--- src/rtl/srx_pkg.sv ---
package srx_pkg;
    typedef enum logic [2:0] {
        ST_IDLE,
        ST_START,
        ST_DATA,
        ST_PAR,
        ST_STOP
    } rx_state_e;
endpackage

--- src/rtl/srx_sync.sv ---
module srx_sync #(
    parameter int STAGES = 2
) (
    input  logic clk,
    input  logic rst_n,
    input  logic din,
    output logic dout
);
    logic [STAGES-1:0] chain_d, chain_q;

    always_comb begin
        chain_d = {chain_q[STAGES-2:0], din};
    end

    always_ff @(posedge clk or negedge rst_n) begin
        if (!rst_n) chain_q <= '1;
        else        chain_q <= chain_d;
    end

    assign dout = chain_q[STAGES-1];
endmodule

--- src/rtl/srx_framer.sv ---
module srx_framer
    import srx_pkg::*;
#(
    parameter int DATA_BITS = 8,
    parameter int OVS       = 16
) (
    input  logic                 clk,
    input  logic                 rst_n,
    input  logic                 tick,
    input  logic                 line,
    input  logic                 par_en,
    input  logic                 par_odd,
    output logic                 done,
    output logic [DATA_BITS-1:0] data,
    output logic                 perr,
    output logic                 ferr
);
    localparam int CNT_W = $clog2(OVS);
    localparam int IDX_W = $clog2(DATA_BITS + 1);
    localparam int HALF  = OVS / 2;

    typedef struct packed {
        rx_state_e            st;
        logic [CNT_W-1:0]     cnt;
        logic [IDX_W-1:0]     idx;
        logic [DATA_BITS-1:0] shf;
        logic                 perr;
        logic                 ferr;
        logic                 done;
    } frm_t;

    frm_t d, q;

    always_comb begin
        d      = q;
        d.done = 1'b0;
        if (tick) begin
            case (q.st)
                ST_IDLE: begin
                    if (!line) begin
                        d.st  = ST_START;
                        d.cnt = CNT_W'(1);
                    end
                end
                ST_START: begin
                    if (q.cnt == CNT_W'(HALF - 1)) begin
                        d.cnt  = '0;
                        d.idx  = '0;
                        d.perr = 1'b0;
                        d.st   = line ? ST_IDLE : ST_DATA;
                    end else begin
                        d.cnt = q.cnt + CNT_W'(1);
                    end
                end
                ST_DATA: begin
                    if (q.cnt == CNT_W'(OVS - 1)) begin
                        d.cnt = '0;
                        d.shf = {line, q.shf[DATA_BITS-1:1]};
                        if (q.idx == IDX_W'(DATA_BITS - 1)) begin
                            d.st = par_en ? ST_PAR : ST_STOP;
                        end else begin
                            d.idx = q.idx + IDX_W'(1);
                        end
                    end else begin
                        d.cnt = q.cnt + CNT_W'(1);
                    end
                end
                ST_PAR: begin
                    if (q.cnt == CNT_W'(OVS - 1)) begin
                        d.cnt  = '0;
                        d.perr = ((^q.shf) ^ line) != par_odd;
                        d.st   = ST_STOP;
                    end else begin
                        d.cnt = q.cnt + CNT_W'(1);
                    end
                end
                ST_STOP: begin
                    if (q.cnt == CNT_W'(OVS - 1)) begin
                        d.cnt  = '0;
                        d.ferr = !line;
                        d.done = 1'b1;
                        d.st   = ST_IDLE;
                    end else begin
                        d.cnt = q.cnt + CNT_W'(1);
                    end
                end
                default: d.st = ST_IDLE;
            endcase
        end
    end

    always_ff @(posedge clk or negedge rst_n) begin
        if (!rst_n) q <= '{st: ST_IDLE, default: '0};
        else        q <= d;
    end

    assign done = q.done;
    assign data = q.shf;
    assign perr = q.perr;
    assign ferr = q.ferr;
endmodule

--- src/rtl/srx_status.sv ---
module srx_status #(
    parameter int DATA_BITS = 8
) (
    input  logic                 clk,
    input  logic                 rst_n,
    input  logic                 done,
    input  logic [DATA_BITS-1:0] data,
    input  logic                 perr,
    input  logic                 ferr,
    input  logic                 rd_en,
    input  logic                 clr_strobe,
    input  logic [2:0]           clr_mask,
    output logic [DATA_BITS-1:0] rdr,
    output logic                 rdy,
    output logic                 ovr,
    output logic                 per,
    output logic                 fer
);
    typedef struct packed {
        logic [DATA_BITS-1:0] rdr;
        logic                 rdy;
        logic                 ovr;
        logic                 per;
        logic                 fer;
    } stat_t;

    stat_t d, q;

    always_comb begin
        d = q;
        if (rd_en) d.rdy = 1'b0;
        if (clr_strobe) begin
            if (clr_mask[0]) d.ovr = 1'b0;
            if (clr_mask[1]) d.per = 1'b0;
            if (clr_mask[2]) d.fer = 1'b0;
        end
        if (done) begin
            if (q.rdy) begin
                d.ovr = 1'b1;
                d.rdy = 1'b1;
            end else begin
                d.rdr = data;
                if (perr) d.per = 1'b1;
                if (ferr) d.fer = 1'b1;
                d.rdy = !(perr || ferr);
            end
        end
    end

    always_ff @(posedge clk or negedge rst_n) begin
        if (!rst_n) q <= '0;
        else        q <= d;
    end

    assign rdr = q.rdr;
    assign rdy = q.rdy;
    assign ovr = q.ovr;
    assign per = q.per;
    assign fer = q.fer;
endmodule

--- src/rtl/serial_rx_status.sv ---
module serial_rx_status #(
    parameter int DATA_BITS   = 8,
    parameter int OVS         = 16,
    parameter int SYNC_STAGES = 2
) (
    input  logic                 clk,
    input  logic                 rst_n,
    input  logic                 baud_tick,
    input  logic                 rx_line,
    input  logic                 par_en,
    input  logic                 par_odd,
    input  logic                 rie,
    input  logic                 rd_en,
    input  logic                 clr_strobe,
    input  logic [2:0]           clr_mask,
    output logic [DATA_BITS-1:0] rx_data,
    output logic                 flag_ready,
    output logic                 flag_overrun,
    output logic                 flag_parity,
    output logic                 flag_frame,
    output logic                 irq_rx,
    output logic                 irq_err
);
    logic                 line_s;
    logic                 frm_done;
    logic [DATA_BITS-1:0] frm_data;
    logic                 frm_perr;
    logic                 frm_ferr;

    srx_sync #(.STAGES(SYNC_STAGES)) u_sync (
        .clk  (clk),
        .rst_n(rst_n),
        .din  (rx_line),
        .dout (line_s)
    );

    srx_framer #(.DATA_BITS(DATA_BITS), .OVS(OVS)) u_framer (
        .clk    (clk),
        .rst_n  (rst_n),
        .tick   (baud_tick),
        .line   (line_s),
        .par_en (par_en),
        .par_odd(par_odd),
        .done   (frm_done),
        .data   (frm_data),
        .perr   (frm_perr),
        .ferr   (frm_ferr)
    );

    srx_status #(.DATA_BITS(DATA_BITS)) u_status (
        .clk       (clk),
        .rst_n     (rst_n),
        .done      (frm_done),
        .data      (frm_data),
        .perr      (frm_perr),
        .ferr      (frm_ferr),
        .rd_en     (rd_en),
        .clr_strobe(clr_strobe),
        .clr_mask  (clr_mask),
        .rdr       (rx_data),
        .rdy       (flag_ready),
        .ovr       (flag_overrun),
        .per       (flag_parity),
        .fer       (flag_frame)
    );

    assign irq_rx  = rie & flag_ready;
    assign irq_err = rie & (flag_overrun | flag_parity | flag_frame);
endmodule

--- config.mk ---
export PLATFORM = sky130hd
export DESIGN_NAME = serial_rx_status
export DESIGN_NICKNAME = d
export VERILOG_FILES = /design/src/rtl/srx_pkg.sv /design/src/rtl/srx_sync.sv /design/src/rtl/srx_framer.sv /design/src/rtl/srx_status.sv /design/src/rtl/serial_rx_status.sv
export SDC_FILE = /design/constraint.sdc
export NUM_CORES = 1
export LEC_CHECK = 0
export ABC_CLOCK_PERIOD_IN_PS = 5250
export CAP_MARGIN = 5
export CELL_PAD_IN_SITES_DETAIL_PLACEMENT = 0
export CELL_PAD_IN_SITES_GLOBAL_PLACEMENT = 2
export CORE_UTILIZATION = 30
export CTS_CLUSTER_DIAMETER = 50
export CTS_CLUSTER_SIZE = 14
export DETAILED_ROUTE_END_ITERATION = 6
export DONT_BUFFER_PORTS = 1
export GPL_TIMING_DRIVEN = 0
export MAX_ROUTING_LAYER = met4
export PLACE_DENSITY = 0.62
export SETUP_SLACK_MARGIN = 0.1
export SYNTH_ARGS = -nofsm -noshare
export SYNTH_HDL_FRONTEND = slang
export SYNTH_HIERARCHICAL = 1
export SYNTH_SLANG_ARGS = --single-unit
export TNS_END_PERCENT = 20
--- constraint.sdc ---
create_clock -name clk -period 5.25 [get_ports clk]
set_input_delay 0.525 -clock clk [delete_from_list [all_inputs] [get_ports clk]]
set_output_delay 0.525 -clock clk [all_outputs]
set_load 0.02 [all_outputs]
Yosys cells after proc, flatten, opt, wreduce, memory -nomap -nowiden
Cells that the tools add are included.

Flip-flop bits (word level): 36. Latch bits: 0. Bits in writable memories: 0. Memory bits (read-only): 0. Output and inout port bits: 14. Word-level logic and storage cells: 86. Memories: 0.

Add/sub/neg operators: 2. Multipliers: 0. Div/mod/pow operators: 0. $lt $le $gt $ge: 0. Equal/unequal tests: 15. Shifts and indexed selects: 0. Muxes and demuxes: 33. Bitwise gates (word level): 6. Reduce and logical (&&, ||, !) cells: 17.

Operators by type and width (number): $mux W3 (7); $mux W4 (5); $pmux W3 S5 (1); $mux W1 (13); $mux W12 (1); $pmux W4 S3 (1); $ne A2 B1 Y1 const B (5); $reduce_and A3 Y1 (3); $add A4 B1 Y4 const B (2); $eq A4 B3 Y1 const B (2); $pmux W4 S2 (1); $reduce_xor A8 Y1 (1); $mux W7 (1); $reduce_and A7 Y1 (1); $eq A3 B2 Y1 const B (2); $reduce_bool A2 Y1 (3); $reduce_and A5 Y1 (1); $eq A4 B4 Y1 const B (1); $mux W2 (2); $ne A2 B2 Y1 const B (2); $reduce_and A4 Y1 (1); $eq A3 B1 Y1 const B (1); $eq A3 B3 Y1 const B (1); $logic_not A3 Y1 (1); other kinds (11) (14).

Logic depth before layout (Yosys ltp)
Word-level depth: 5. Mapped depth: 5. Depth with buffers taken out: 5.

Hierarchy
Netlist, hierarchy kept.

By module, submodules not included: srx_framer (instances 1, cells each 135, area each 1413.9 um2); srx_status (instances 1, cells each 31, area each 506.7 um2); srx_sync (instances 1, cells each 2, area each 52.6 um2); serial_rx_status (instances 1, cells each 2, area each 15.0 um2).

Worst setup path after synthesis
OpenSTA, ideal clock, no wires.

Path type: reg2reg. Start: reg u_framer/q[18] in the netlist's numbering. End: reg u_framer/q[21] in the netlist's numbering. Setup time: 125 ps. Arrival time: 1562 ps. Required time: 5125 ps. Slack: 3563 ps. Stages on the path, launching flop included: 6. Path buffers: 1. Period minus slack after synthesis: 1687 ps. Path through: dfrtp_1 > buf_6 > or3_1 > a21o_1 > a21oi_4 > mux2_4.

Cells in the longest elaborated chain, start to end: 3. Elaborated cells on any way between the ends: 7. Those cells by class: 6 x eq/ne; 1 x reduce/logical.

Ends and longest elaborated chain: from (decl) (line srx_framer.sv:32) `frm_t d, q;`; from (signal assigned) (line srx_framer.sv:93) `if (!rst_n) q <= '{st: ST_IDLE, default: '0};`; from (signal assigned) (line srx_framer.sv:94) `else q <= d;`; $eq A4 B4 Y1 / $eq A4 B3 Y1 (equally long branches); $ne A2 B1 Y1 (no line); $reduce_and A7 Y1 (no line) (*).

Mark *: on every way between the ends. The rest lies on a longest branch, timed or not. A chain may end at the register's enable or synchronous reset.

Final worst setup path
Same ends and word-level chain as after synthesis.

==> flow_summary.toml <==
[timing]
finalCritPeriodShare_pct = 34.3
hold_viol_final = 0
drv_slew = 0
rsz0062_at_grt = "false"
max_slew.worst_pin.slew_ns = 0.370
skew_ns = 0.00754
relSlewSlack_pct = 75.3
final.setup.tns_ns = 0
fmax_mhz = 555
finalCriticalPeriod_ns = 1.80
finalSetupViolations = 0

[final_layout]
mostFrequentLayoutCell = "dfrtp_1"
post-route-util_pct = 34.3
design_area_mm2 = 0.00219
syn2layout_area_growth_pct = 10.3
drive_above_1_share_pct = 27.4
num_antenna_cells = 0
fillers = 648
final_cell_mix = "dfrtp_1 (34), nand2_1 (11), buf_4 (10), inv_1 (10)"
final_nets = 192

[cts]
post-cts-setup-buffers = 0
cts_tree = "done"
numCtsBuffers = 5
ctsLongestPathBuffers = 2
postCtsResizedCells = 0
h-tree-depth = 2
cts_root_buf = "clkbuf_8"
cts.sinks = 36
cts.clk_slew.worst_paths_ns = 0.08
cts-hold-fix-buffers = 1
insertion_delay_ns = 0.29

[synthesis]
yosys_warnings = 6
synth_top_area_cell = "dfrtp_1"
synth_edf_count = 0
synth_cells = 170
synth.distinct_cells = 56
syn_area_per_cell_um2 = 11.7
syn_nets = 184
ys_ff_latch = 36
synth_seq_area_share_pct = 45.4
synthTopCellsByArea = "dfrtp_1 (43%), mux2_4 (6.8%), mux2_1 (5.1%), buf_4 (3.8%), dfstp_2 (2.6%)"
async_flop_share_pct = 100
synth_top_area_share_pct = 42.8
netlist_area_mm2 = 0.00199
synth_ff_type = "dfrtp_1"

[run_status]
outcome = "finished clean"

[place]
dpl_cell_area_mm2 = 0.00208
dp.final_hpwl_um = 2740
gp_congestion = 0.737
port_buffers = 0

[floorplanning]
ios = 26
dieArea_mm2 = 0.00696
die_w_um = 83.4
initial_utilization_pct = 31.1
rows = 29
fp.dieH_um = 83.4
coreArea_mm2 = 0.00639

[detailed_routing]
wl_per_cell_um = 15.6
routed_via_density = 5.16
drt_first_pass_iters = 4
routed_wl_um = 4000
dr_total_vias = 1320
ant_nets = 0
dr.first_iter.drc_count = 43
drc_errors = 0

[flow_run]
drv_cap = 0

[global_route]
grt_pass1_wl_um = 6740
grt_pass1_vias = 1302
grtUsageTotal_pct = 12.8
grt_max_degree = 35
overflow = 0
antenna_found_initial = 0

[critical_path]
regToRegStartpoint = "u_framer/q[18]$_DFFE_PN0P_"
ff2ff_setup_slack_ns = 3.45
timing.rr.end = "u_framer/q[21]$_DFFE_PN0P_"
worstSetupEndpoint = "u_framer/q[21]$_DFFE_PN0P_"
start_kind = "register"
crit_path_end_kind = "register"
crit_path_max_incr_delay_ns = 0.38
slowest_stage = "dfrtp_1"
setup.worst_path.start = "u_framer/q[18]$_DFFE_PN0P_"
crit_chain = "buf_6 > or3_1 > a21o_1 > a21oi_4 > mux2_4"
worstPathArrival_ns = 1.98
path_max_fanout = 9
reg2regPathDepth = 5
path_class = "reg -> reg"
required_ns = 5.43

[pwr]
power_density_mw_per_mm2 = 370
ir_worst_vdd_mv = 0.163
p_leak_nw = 1.03

[min_path]
hold_class = "in -> async"
[worst max-delay path, delay by kind of cell (launching register included)]
family                 cells  cell delay [ns]
AOI/OAI and AO/OA          2             0.51
and+or+nand+nor            1             0.36
DFF                        1             0.38
muxes                      1             0.31
buffers and inverters      1             0.14
[logic make-up (layout without fill, tap and decap cells)]
logic type | count (synthesis) | after routing | synth area share [%]
AO/OA/AOI/OAI | 32 | 32 | 13.5
XOR/XNOR | 7 | 7 | 3.78
adder cells (fa/ha/maj) | 2 | 2 | 1.26
buffers and inverters | 26 | 35 | 8.50
flip-flops | 36 | 36 | 45.4
multiplexers | 20 | 20 | 12.9
AND/OR/NAND/NOR | 47 | 47 | 14.7
[per-layer routing]
layer | up-vias | GRT usage, % | part of all wire, %
li1 | 624 | - | -
met2 | 33 | 19.2 | 48
met3 | 6 | 3.88 | 5.6
met5 | - | - | 0
met1 | 657 | 16.7 | 45
met4 | 0 | 3.76 | 1.3
[cell usage after synthesis (all sizes together) (2+ instances only)]
| cell type | n |
|---|---|
| xnor2 | 4 |
| inv | 11 |
| a31oi | 3 |
| dfrtp | 34 |
| nor2 | 3 |
| mux2 | 18 |
| a21o | 2 |
| buf | 14 |
| o21ai | 7 |
| nor3b | 2 |
| nand3 | 6 |
| nor3 | 3 |
| xor2 | 2 |
| dfstp | 2 |
| ha | 2 |
| o22ai | 2 |
| nor2b | 3 |
| a21oi | 2 |
| mux2i | 2 |
| nand2 | 11 |
| o2bb2ai | 2 |
| nand2b | 3 |
| or3 | 2 |
| nand4 | 3 |
| a22o | 3 |
| and3 | 3 |
[where the power goes]
| part | leakage [nW] | total [mW] | switching [mW] | internal (mW) |
|---|---|---|---|---|
| combinational | 0.495 | 0.259 | 0.143 | 0.117 |
| sequential | 0.484 | 0.352 | 0.0403 | 0.312 |
| clock | 0.0479 | 0.199 | 0.106 | 0.0925 |
| total | 1.03 | 0.811 | 0.290 | 0.521 |
[state kept, by name, summed over array words and instances (netlist names)]
| register | cells |
|---|---|
| u_status/per | 1 |
| u_status/ovr | 1 |
| u_framer/data | 8 |
| u_sync/chain_q | 2 |
| u_framer/perr | 1 |
| u_framer/ferr | 1 |
| u_status/rdy | 1 |
| u_framer/done | 1 |
| u_status/fer | 1 |
| u_framer/q | 11 |
| u_status/rdr | 8 |
[area by class of cell]
cell class              count  area (um2)  share of cell area (%)
multi-input cells         108         916                    41.8
repair buffers              1        20.0                   0.913
flip-flops and latches     36         903                    41.2
clock inverters             3        18.8                   0.856
clock buffers               5        68.8                    3.14
inverters                  11        41.3                    1.88
plain buffers              15         128                    5.82
well taps                  77        96.3                    4.39
[worst min path at each step]
| stage | end | cells after the start | from |
|---|---|---|---|
| floorplan | u_framer/data[0]$_DFFE_PN0P_ | 0 | rst_n |
| global placement | u_status/rdy$_DFFE_PN0P_ | 0 | rst_n |
| detailed placement | u_status/rdy$_DFFE_PN0P_ | 0 | rst_n |
| CTS | u_sync/chain_q[1]$_DFF_PN1_ | 0 | rst_n |
| global route | u_sync/chain_q[0]$_DFF_PN1_ | 0 | rst_n |
| finish | u_status/rdr[0]$_DFFE_PN0P_ | 1 | rst_n |
[per-stage QoR]
| step | hold slack (ns) | power, mW | worst slack, ns | instances |
|---|---|---|---|---|
| global route | 0.0553 | 0.867 | 3.30 | 256 |
| CTS | 0.0619 | 0.822 | 3.45 | 256 |
| detailed placement | 0.230 | 0.609 | 3.45 | 247 |
| floorplan | 0.229 | 0.554 | 3.56 | 170 |
| global placement | 0.231 | 0.604 | 3.48 | 247 |
| finish | 0.0628 | 0.811 | 3.45 | 256 |
No activity file was read; power rests on OpenSTA's default activity.
